[src/rtl/bay_door_pkg.sv]
package bay_door_pkg;

    typedef enum logic [2:0] {
        DS_UNKNOWN = 3'd0,
        DS_SHUT    = 3'd1,
        DS_OPENING = 3'd2,
        DS_OPEN    = 3'd3,
        DS_CLOSING = 3'd4
    } door_st_e;

    typedef enum logic [1:0] {
        PH_IDLE,
        PH_OPEN,
        PH_MOVE,
        PH_CLOSE
    } phase_e;

    localparam int SENSE_W   = 5;
    localparam int IX_LEVER  = 4;
    localparam int IX_UP     = 3;
    localparam int IX_DN     = 2;
    localparam int IX_DOPEN  = 1;
    localparam int IX_DSHUT  = 0;

endpackage

[src/rtl/bay_sync.sv]
module bay_sync #(
    parameter int W      = 5,
    parameter int STAGES = 2
) (
    input  logic         clk,
    input  logic         rst_n,
    input  logic [W-1:0] din,
    output logic [W-1:0] dout
);
    logic [W-1:0] stg_q [STAGES];

    for (genvar i = 0; i < STAGES; i++) begin : g_stage
        logic [W-1:0] stg_d;
        if (i == 0) begin : g_first
            always_comb stg_d = din;
        end else begin : g_rest
            always_comb stg_d = stg_q[i-1];
        end
        always_ff @(posedge clk or negedge rst_n) begin
            if (!rst_n) stg_q[i] <= '0;
            else        stg_q[i] <= stg_d;
        end
    end

    assign dout = stg_q[STAGES-1];
endmodule

[src/rtl/bay_seq.sv]
module bay_seq
    import bay_door_pkg::*;
(
    input  logic     clk,
    input  logic     rst_n,
    input  logic     lever_s,
    input  logic     up_s,
    input  logic     dn_s,
    input  logic     dopen_s,
    input  logic     dshut_s,
    output door_st_e door_st,
    output logic     open_cmd,
    output logic     close_cmd,
    output logic     ext_cmd,
    output logic     ret_cmd
);
    typedef struct packed {
        door_st_e door;
        phase_e   phase;
        logic     tgt_ext;
        logic     open_cmd;
        logic     close_cmd;
        logic     ext_cmd;
        logic     ret_cmd;
    } seq_t;

    seq_t     q, d;
    door_st_e door_nxt;
    logic     gear_lk;
    logic     at_tgt;
    logic     tgt_hit;

    always_comb begin
        gear_lk = up_s | dn_s;
        at_tgt  = lever_s ? dn_s : up_s;
        tgt_hit = q.tgt_ext ? dn_s : up_s;

        door_nxt = q.door;
        case (q.door)
            DS_UNKNOWN: begin
                if (dopen_s)      door_nxt = DS_OPEN;
                else if (dshut_s) door_nxt = DS_SHUT;
            end
            DS_OPENING: if (dopen_s) door_nxt = DS_OPEN;
            DS_CLOSING: if (dshut_s) door_nxt = DS_SHUT;
            default:    door_nxt = q.door;
        endcase

        d      = q;
        d.door = door_nxt;
        case (q.phase)
            PH_IDLE: begin
                if (q.door != DS_UNKNOWN && gear_lk) begin
                    if (!at_tgt && (q.door == DS_SHUT || q.door == DS_OPEN)) begin
                        d.open_cmd = 1'b1;
                        d.tgt_ext  = lever_s;
                        d.phase    = PH_OPEN;
                        if (door_nxt != DS_OPEN) d.door = DS_OPENING;
                    end else if (at_tgt && q.door == DS_OPEN) begin
                        d.close_cmd = 1'b1;
                        d.door      = DS_CLOSING;
                        d.phase     = PH_CLOSE;
                    end
                end
            end
            PH_OPEN: begin
                if (door_nxt == DS_OPEN && dopen_s) begin
                    d.open_cmd = 1'b0;
                    d.phase    = PH_MOVE;
                    d.ext_cmd  = q.tgt_ext;
                    d.ret_cmd  = !q.tgt_ext;
                end
            end
            PH_MOVE: begin
                if (tgt_hit) begin
                    d.ext_cmd   = 1'b0;
                    d.ret_cmd   = 1'b0;
                    d.close_cmd = 1'b1;
                    d.door      = DS_CLOSING;
                    d.phase     = PH_CLOSE;
                end else begin
                    d.ext_cmd = q.tgt_ext & dopen_s;
                    d.ret_cmd = !q.tgt_ext & dopen_s;
                end
            end
            default: begin
                if (door_nxt == DS_SHUT) begin
                    d.close_cmd = 1'b0;
                    d.phase     = PH_IDLE;
                end
            end
        endcase
    end

    always_ff @(posedge clk or negedge rst_n) begin
        if (!rst_n) begin
            q <= '{door: DS_UNKNOWN, phase: PH_IDLE, tgt_ext: 1'b0,
                   open_cmd: 1'b0, close_cmd: 1'b0, ext_cmd: 1'b0, ret_cmd: 1'b0};
        end else begin
            q <= d;
        end
    end

    assign door_st   = q.door;
    assign open_cmd  = q.open_cmd;
    assign close_cmd = q.close_cmd;
    assign ext_cmd   = q.ext_cmd;
    assign ret_cmd   = q.ret_cmd;

    a_r4_gear_needs_open: assert property (@(posedge clk) disable iff (!rst_n)
        (q.ext_cmd || q.ret_cmd) |-> (q.door == DS_OPEN));
    a_r4_one_direction: assert property (@(posedge clk) disable iff (!rst_n)
        $onehot0({q.ext_cmd, q.ret_cmd}));
    a_r6_close_when_locked: assert property (@(posedge clk) disable iff (!rst_n)
        $rose(q.close_cmd) |-> $past(gear_lk));
    a_r6_open_when_locked: assert property (@(posedge clk) disable iff (!rst_n)
        $rose(q.open_cmd) |-> $past(gear_lk));
    a_r1_unknown_quiet: assert property (@(posedge clk) disable iff (!rst_n)
        (q.door == DS_UNKNOWN) |-> !(q.open_cmd || q.close_cmd || q.ext_cmd || q.ret_cmd));
endmodule

[src/rtl/bay_fault.sv]
module bay_fault
    import bay_door_pkg::*;
(
    input  logic     clk,
    input  logic     rst_n,
    input  logic     up_s,
    input  logic     dn_s,
    input  logic     dopen_s,
    input  door_st_e door_st,
    output logic     fault
);
    logic fault_d, fault_q;
    logic armed, door_safe;

    always_comb begin
        armed     = (door_st != DS_UNKNOWN);
        door_safe = (door_st == DS_OPEN) && dopen_s;
        fault_d   = fault_q | (armed && !(up_s || dn_s) && !door_safe);
    end

    always_ff @(posedge clk or negedge rst_n) begin
        if (!rst_n) fault_q <= 1'b0;
        else        fault_q <= fault_d;
    end

    assign fault = fault_q;

    a_r8_fault_sticky: assert property (@(posedge clk) disable iff (!rst_n)
        fault_q |=> fault_q);
endmodule

[src/rtl/bay_door_ctrl.sv]
module bay_door_ctrl
    import bay_door_pkg::*;
#(
    parameter int SYNC_STAGES = 2
) (
    input  logic       clk,
    input  logic       rst_n,
    input  logic       lever_ext,
    input  logic       gear_up_lk,
    input  logic       gear_dn_lk,
    input  logic       door_open_lk,
    input  logic       door_shut_lk,
    output logic       door_open_cmd,
    output logic       door_close_cmd,
    output logic       gear_ext_cmd,
    output logic       gear_ret_cmd,
    output logic [2:0] door_state,
    output logic       fault
);
    logic [SENSE_W-1:0] raw, syn;
    door_st_e           door_st;

    assign raw[IX_LEVER] = lever_ext;
    assign raw[IX_UP]    = gear_up_lk;
    assign raw[IX_DN]    = gear_dn_lk;
    assign raw[IX_DOPEN] = door_open_lk;
    assign raw[IX_DSHUT] = door_shut_lk;

    bay_sync #(.W(SENSE_W), .STAGES(SYNC_STAGES)) u_sync (
        .clk(clk), .rst_n(rst_n), .din(raw), .dout(syn)
    );

    bay_seq u_seq (
        .clk(clk), .rst_n(rst_n),
        .lever_s(syn[IX_LEVER]), .up_s(syn[IX_UP]), .dn_s(syn[IX_DN]),
        .dopen_s(syn[IX_DOPEN]), .dshut_s(syn[IX_DSHUT]),
        .door_st(door_st),
        .open_cmd(door_open_cmd), .close_cmd(door_close_cmd),
        .ext_cmd(gear_ext_cmd), .ret_cmd(gear_ret_cmd)
    );

    bay_fault u_fault (
        .clk(clk), .rst_n(rst_n),
        .up_s(syn[IX_UP]), .dn_s(syn[IX_DN]), .dopen_s(syn[IX_DOPEN]),
        .door_st(door_st), .fault(fault)
    );

    assign door_state = door_st;

    a_r1_no_motion_unresolved: assert property (@(posedge clk) disable iff (!rst_n)
        (door_state == 3'd0) |-> !(gear_ext_cmd || gear_ret_cmd));
endmodule

[config.mk]
export PLATFORM = sky130hd
export DESIGN_NAME = bay_door_ctrl
export DESIGN_NICKNAME = d
export VERILOG_FILES = /design/src/rtl/bay_door_pkg.sv /design/src/rtl/bay_sync.sv /design/src/rtl/bay_seq.sv /design/src/rtl/bay_fault.sv /design/src/rtl/bay_door_ctrl.sv
export SDC_FILE = /design/constraint.sdc
export NUM_CORES = 1
export LEC_CHECK = 0
export BUFFER_PORTS_ARGS = -buffer_cell sky130_fd_sc_hd__buf_2
export CORE_MARGIN = 2
export CORE_UTILIZATION = 52
export CTS_CLUSTER_SIZE = 14
export DETAILED_ROUTE_END_ITERATION = 10
export PLACE_DENSITY = 0.75
export REMOVE_ABC_BUFFERS = 1
export SKIP_LAST_GASP = 1
export SLEW_MARGIN = 20
export SYNTH_ARGS = -nofsm -noshare
export SYNTH_HDL_FRONTEND = slang
export SYNTH_SLANG_ARGS = --single-unit
[constraint.sdc]
create_clock -name clk -period 1.8 [get_ports clk]
set_input_delay 0.09 -clock clk [delete_from_list [all_inputs] [get_ports clk]]
set_output_delay 0.09 -clock clk [all_outputs]
set_load 0.05 [all_outputs]
==> flow_metrics.tcl <==
set metrics [dict create \
    status "complete, no violations" \
    nets 103 \
    slew_violations 0 \
    fin_crit_sh_pct 85.7 \
    ys_types 30 \
    cp.required_ns 2.03 \
    setup_viol 0 \
    grt_pass1_vias 603 \
    dieWidth_um 45.3 \
    clockRootBuffer "clkbuf_4" \
    cts_buffer_depth 2 \
    antenna_found_initial 0 \
    drc 0 \
    via_per_inst 5.79 \
    grt_util_met2_pct 30.0 \
    busiest_layer "met2" \
    ir_worst_vdd_v 0.000864 \
    antennaDiodeCount 0 \
    io_buffers 14 \
    ys_seq_elements 21 \
    htree_levels 1 \
    grt_use_met3_pct 3.60 \
    cts_tree "yes" \
    start_util_pct 56.9 \
    n_fill_cell 117 \
    setup_tns_ns 0 \
    yosysSeqAreaShare_pct 59.2 \
    hp-class "input port to async pin" \
    dieHeight_um 45.3 \
    seqCellArea_sq_um 526 \
    critPathKind "flip-flop to flip-flop" \
    cts_setup_buffers 0 \
    clock.fmax_mhz 649 \
    worstPathMaxFanout 3 \
    drive_gt1_share_pct 25.3 \
    power_leakage_uw 0.000480 \
    maxSlewHeadroom_pct 66.0 \
    die_area_sq_um 2050 \
    hold_viol 0 \
    clk_latency_ns 0.30 \
    firstDrtPassIters 4 \
    period_minus_slack_ns 1.54 \
    antenna_left 0 \
    wl_um 1550 \
    routedWlPerCell_um 14.0 \
    syn_inst 74 \
    grt_pass1_wl_um 2550 \
    multiInputGateArea_sq_um 310 \
    drtIter0Drc 12 \
    hpwlAfterDp_um 1120 \
    dpl_cell_area_sq_um 948 \
    numClockSinks 21 \
    hold_buffers 6 \
    syn_avg_cell_area_sq_um 12.0 \
    clock_skew_ns 0.00762 \
    post_cts_resized 0 \
    gp_congestion 0.879 \
    clk_pin_slew_worst_paths_ns 0.11 \
    yosysWarnings 0 \
    synthesis.area_sq_um 887 \
    grt_use_met1_pct 22.3 \
    start_kind "flip-flop" \
    numCtsBuffers 3 \
    vias 643 \
    maxCapViolations 0 \
    power.density_nw_per_um2 1580 \
    finalInstanceArea_sq_um 1040 \
    arrival_ns 1.77 \
    endpoint_kind "flip-flop" \
    worst_slew_pin_slew_ns 0.503 \
    rows 14 \
    grt-ovfl-total 0 \
    core_area_sq_um 1560 \
    rsz0062_at_grt "false" \
    area_delta_synth_final_pct 16.8 \
    io_pins 15 \
    grtUsageTotal_pct 18.1 \
    grt_max_degree 22 \
]
[through the flow]
stage	util, %	std cells	setup WS, ns	total power, uW	hold slack [ns]
2_1_floorplan	-	70	0.151	1240	-0.206
3_3_place_gp	60.8	101	0.316	1400	0.0599
3_5_place_dp	60.8	101	0.292	1420	0.0611
4_1_cts	66.5	111	0.269	1650	0.251
5_1_grt	66.5	111	0.0180	1750	0.294
6_report	66.5	111	0.258	1630	0.250
[worst max-delay path: stages, from the launching register on]
cell and delay, ns:
dfrtp_1 0.40, mux2i_1 0.28, and3b_1 0.24, or3b_1 0.38, a32oi_1 0.17
[synth_stat cells, drive strengths merged]
master,instances,area share [%]
a21oi,3,1.7
nor3,3,1.7
or2b,2,2.0
dfrtp,21,59
o2111ai,2,2.0
a32o,2,2.3
nor2b,1,0.71
a32oi,1,0.99
a31oi,1,0.71
nor4b,1,0.99
o311ai,2,2.0
and2b,2,1.8
nand3,1,0.56
nand2b,1,0.71
o21bai,1,0.85
and3b,1,0.99
a21o,3,2.5
buf,3,2.5
o21ai,8,4.5
clkbuf,1,1.6
or3b,1,0.99
inv,4,1.7
and4,1,0.99
nand3b,1,0.85
mux2i,2,2.3
nand2,2,0.85
or2,2,1.4
and3,1,0.71
[state kept, by name, summed over array words and instances (netlist names)]
register	count
u_seq.ret_cmd	1
u_seq.q	3
u_seq.door_st	3
u_seq.close_cmd	1
u_sync.g_stage.stg_d	5
u_sync.dout	5
u_seq.ext_cmd	1
u_seq.open_cmd	1
u_fault.fault	1
[routing by layer]
metal / wire length, um / vias to the layer above / share of wire (%)
met4: 19 / 0 / 1.2
li1: - / 314 / -
met2: 773 / 15 / 50
met1: 696 / 312 / 45
met3: 60 / 2 / 3.9
met5: 0 / - / 0
[power breakdown]
group	internal [uW]	switching, uW	total (uW)
registers	584	135	720
logic	242	452	694
clock network	83.0	136	219
total	910	724	1630
[cell type report]
cell class              count  share of cell area, %
flip-flops and latches     21                   50.7
multi-input cells          45                   30.0
repair buffers             21                   13.3
clock buffers               3                   2.17
well taps                  16                   1.93
inverters                   4                   1.45
clock inverters             1                  0.483
[cells in the final DEF, fill, tap and decap left out]
cell type and n:
a21o_1 3, a21oi_1 3, a31oi_1 1, a32o_1 2, a32oi_1 1, and2b_1 1, and2b_2 1, and3_1 1
and3b_1 1, and4_1 1, buf_2 14, buf_4 1, clkbuf_4 3, clkinv_2 1, dfrtp_1 21, dlygate4sd3_1 6
inv_1 4, mux2i_1 2, nand2_1 2, nand2b_1 1, nand3_1 1, nand3b_1 1, nor2b_1 1, nor3_1 3
nor4b_1 1, o2111ai_1 2, o21ai_0 8, o21bai_1 1, o311ai_0 1, o311ai_1 1, or2_2 2, or2b_2 2
or3b_1 1
[worst paths after layout]
path                                            startpoint               end  slack [ns]  cells past startpoint
worst max-delay path                        u_sync.dout[4]  u_seq.door_st[0]        0.26                      4
worst min-delay path                                 rst_n  u_seq.door_st[0]        0.25                      2
worst max register to register              u_sync.dout[4]  u_seq.door_st[0]        0.26                      4
worst min register to register  u_sync.g_stage[1].stg_d[0]    u_sync.dout[0]        0.36                      0
max in group asynchronous                            rst_n    u_sync.dout[3]        1.24                      2
min in group clk                u_sync.g_stage[1].stg_d[0]    u_sync.dout[0]        0.36                      0
[logic make-up after synthesis]
family / synth area share (%)
AOI/OAI and AO/OA: 17.5
DFF: 59.2
and+or+nand+nor: 15.2
buffers and inverters: 5.78
muxes: 2.26
Note: power is estimated with default switching activity, not from simulation.
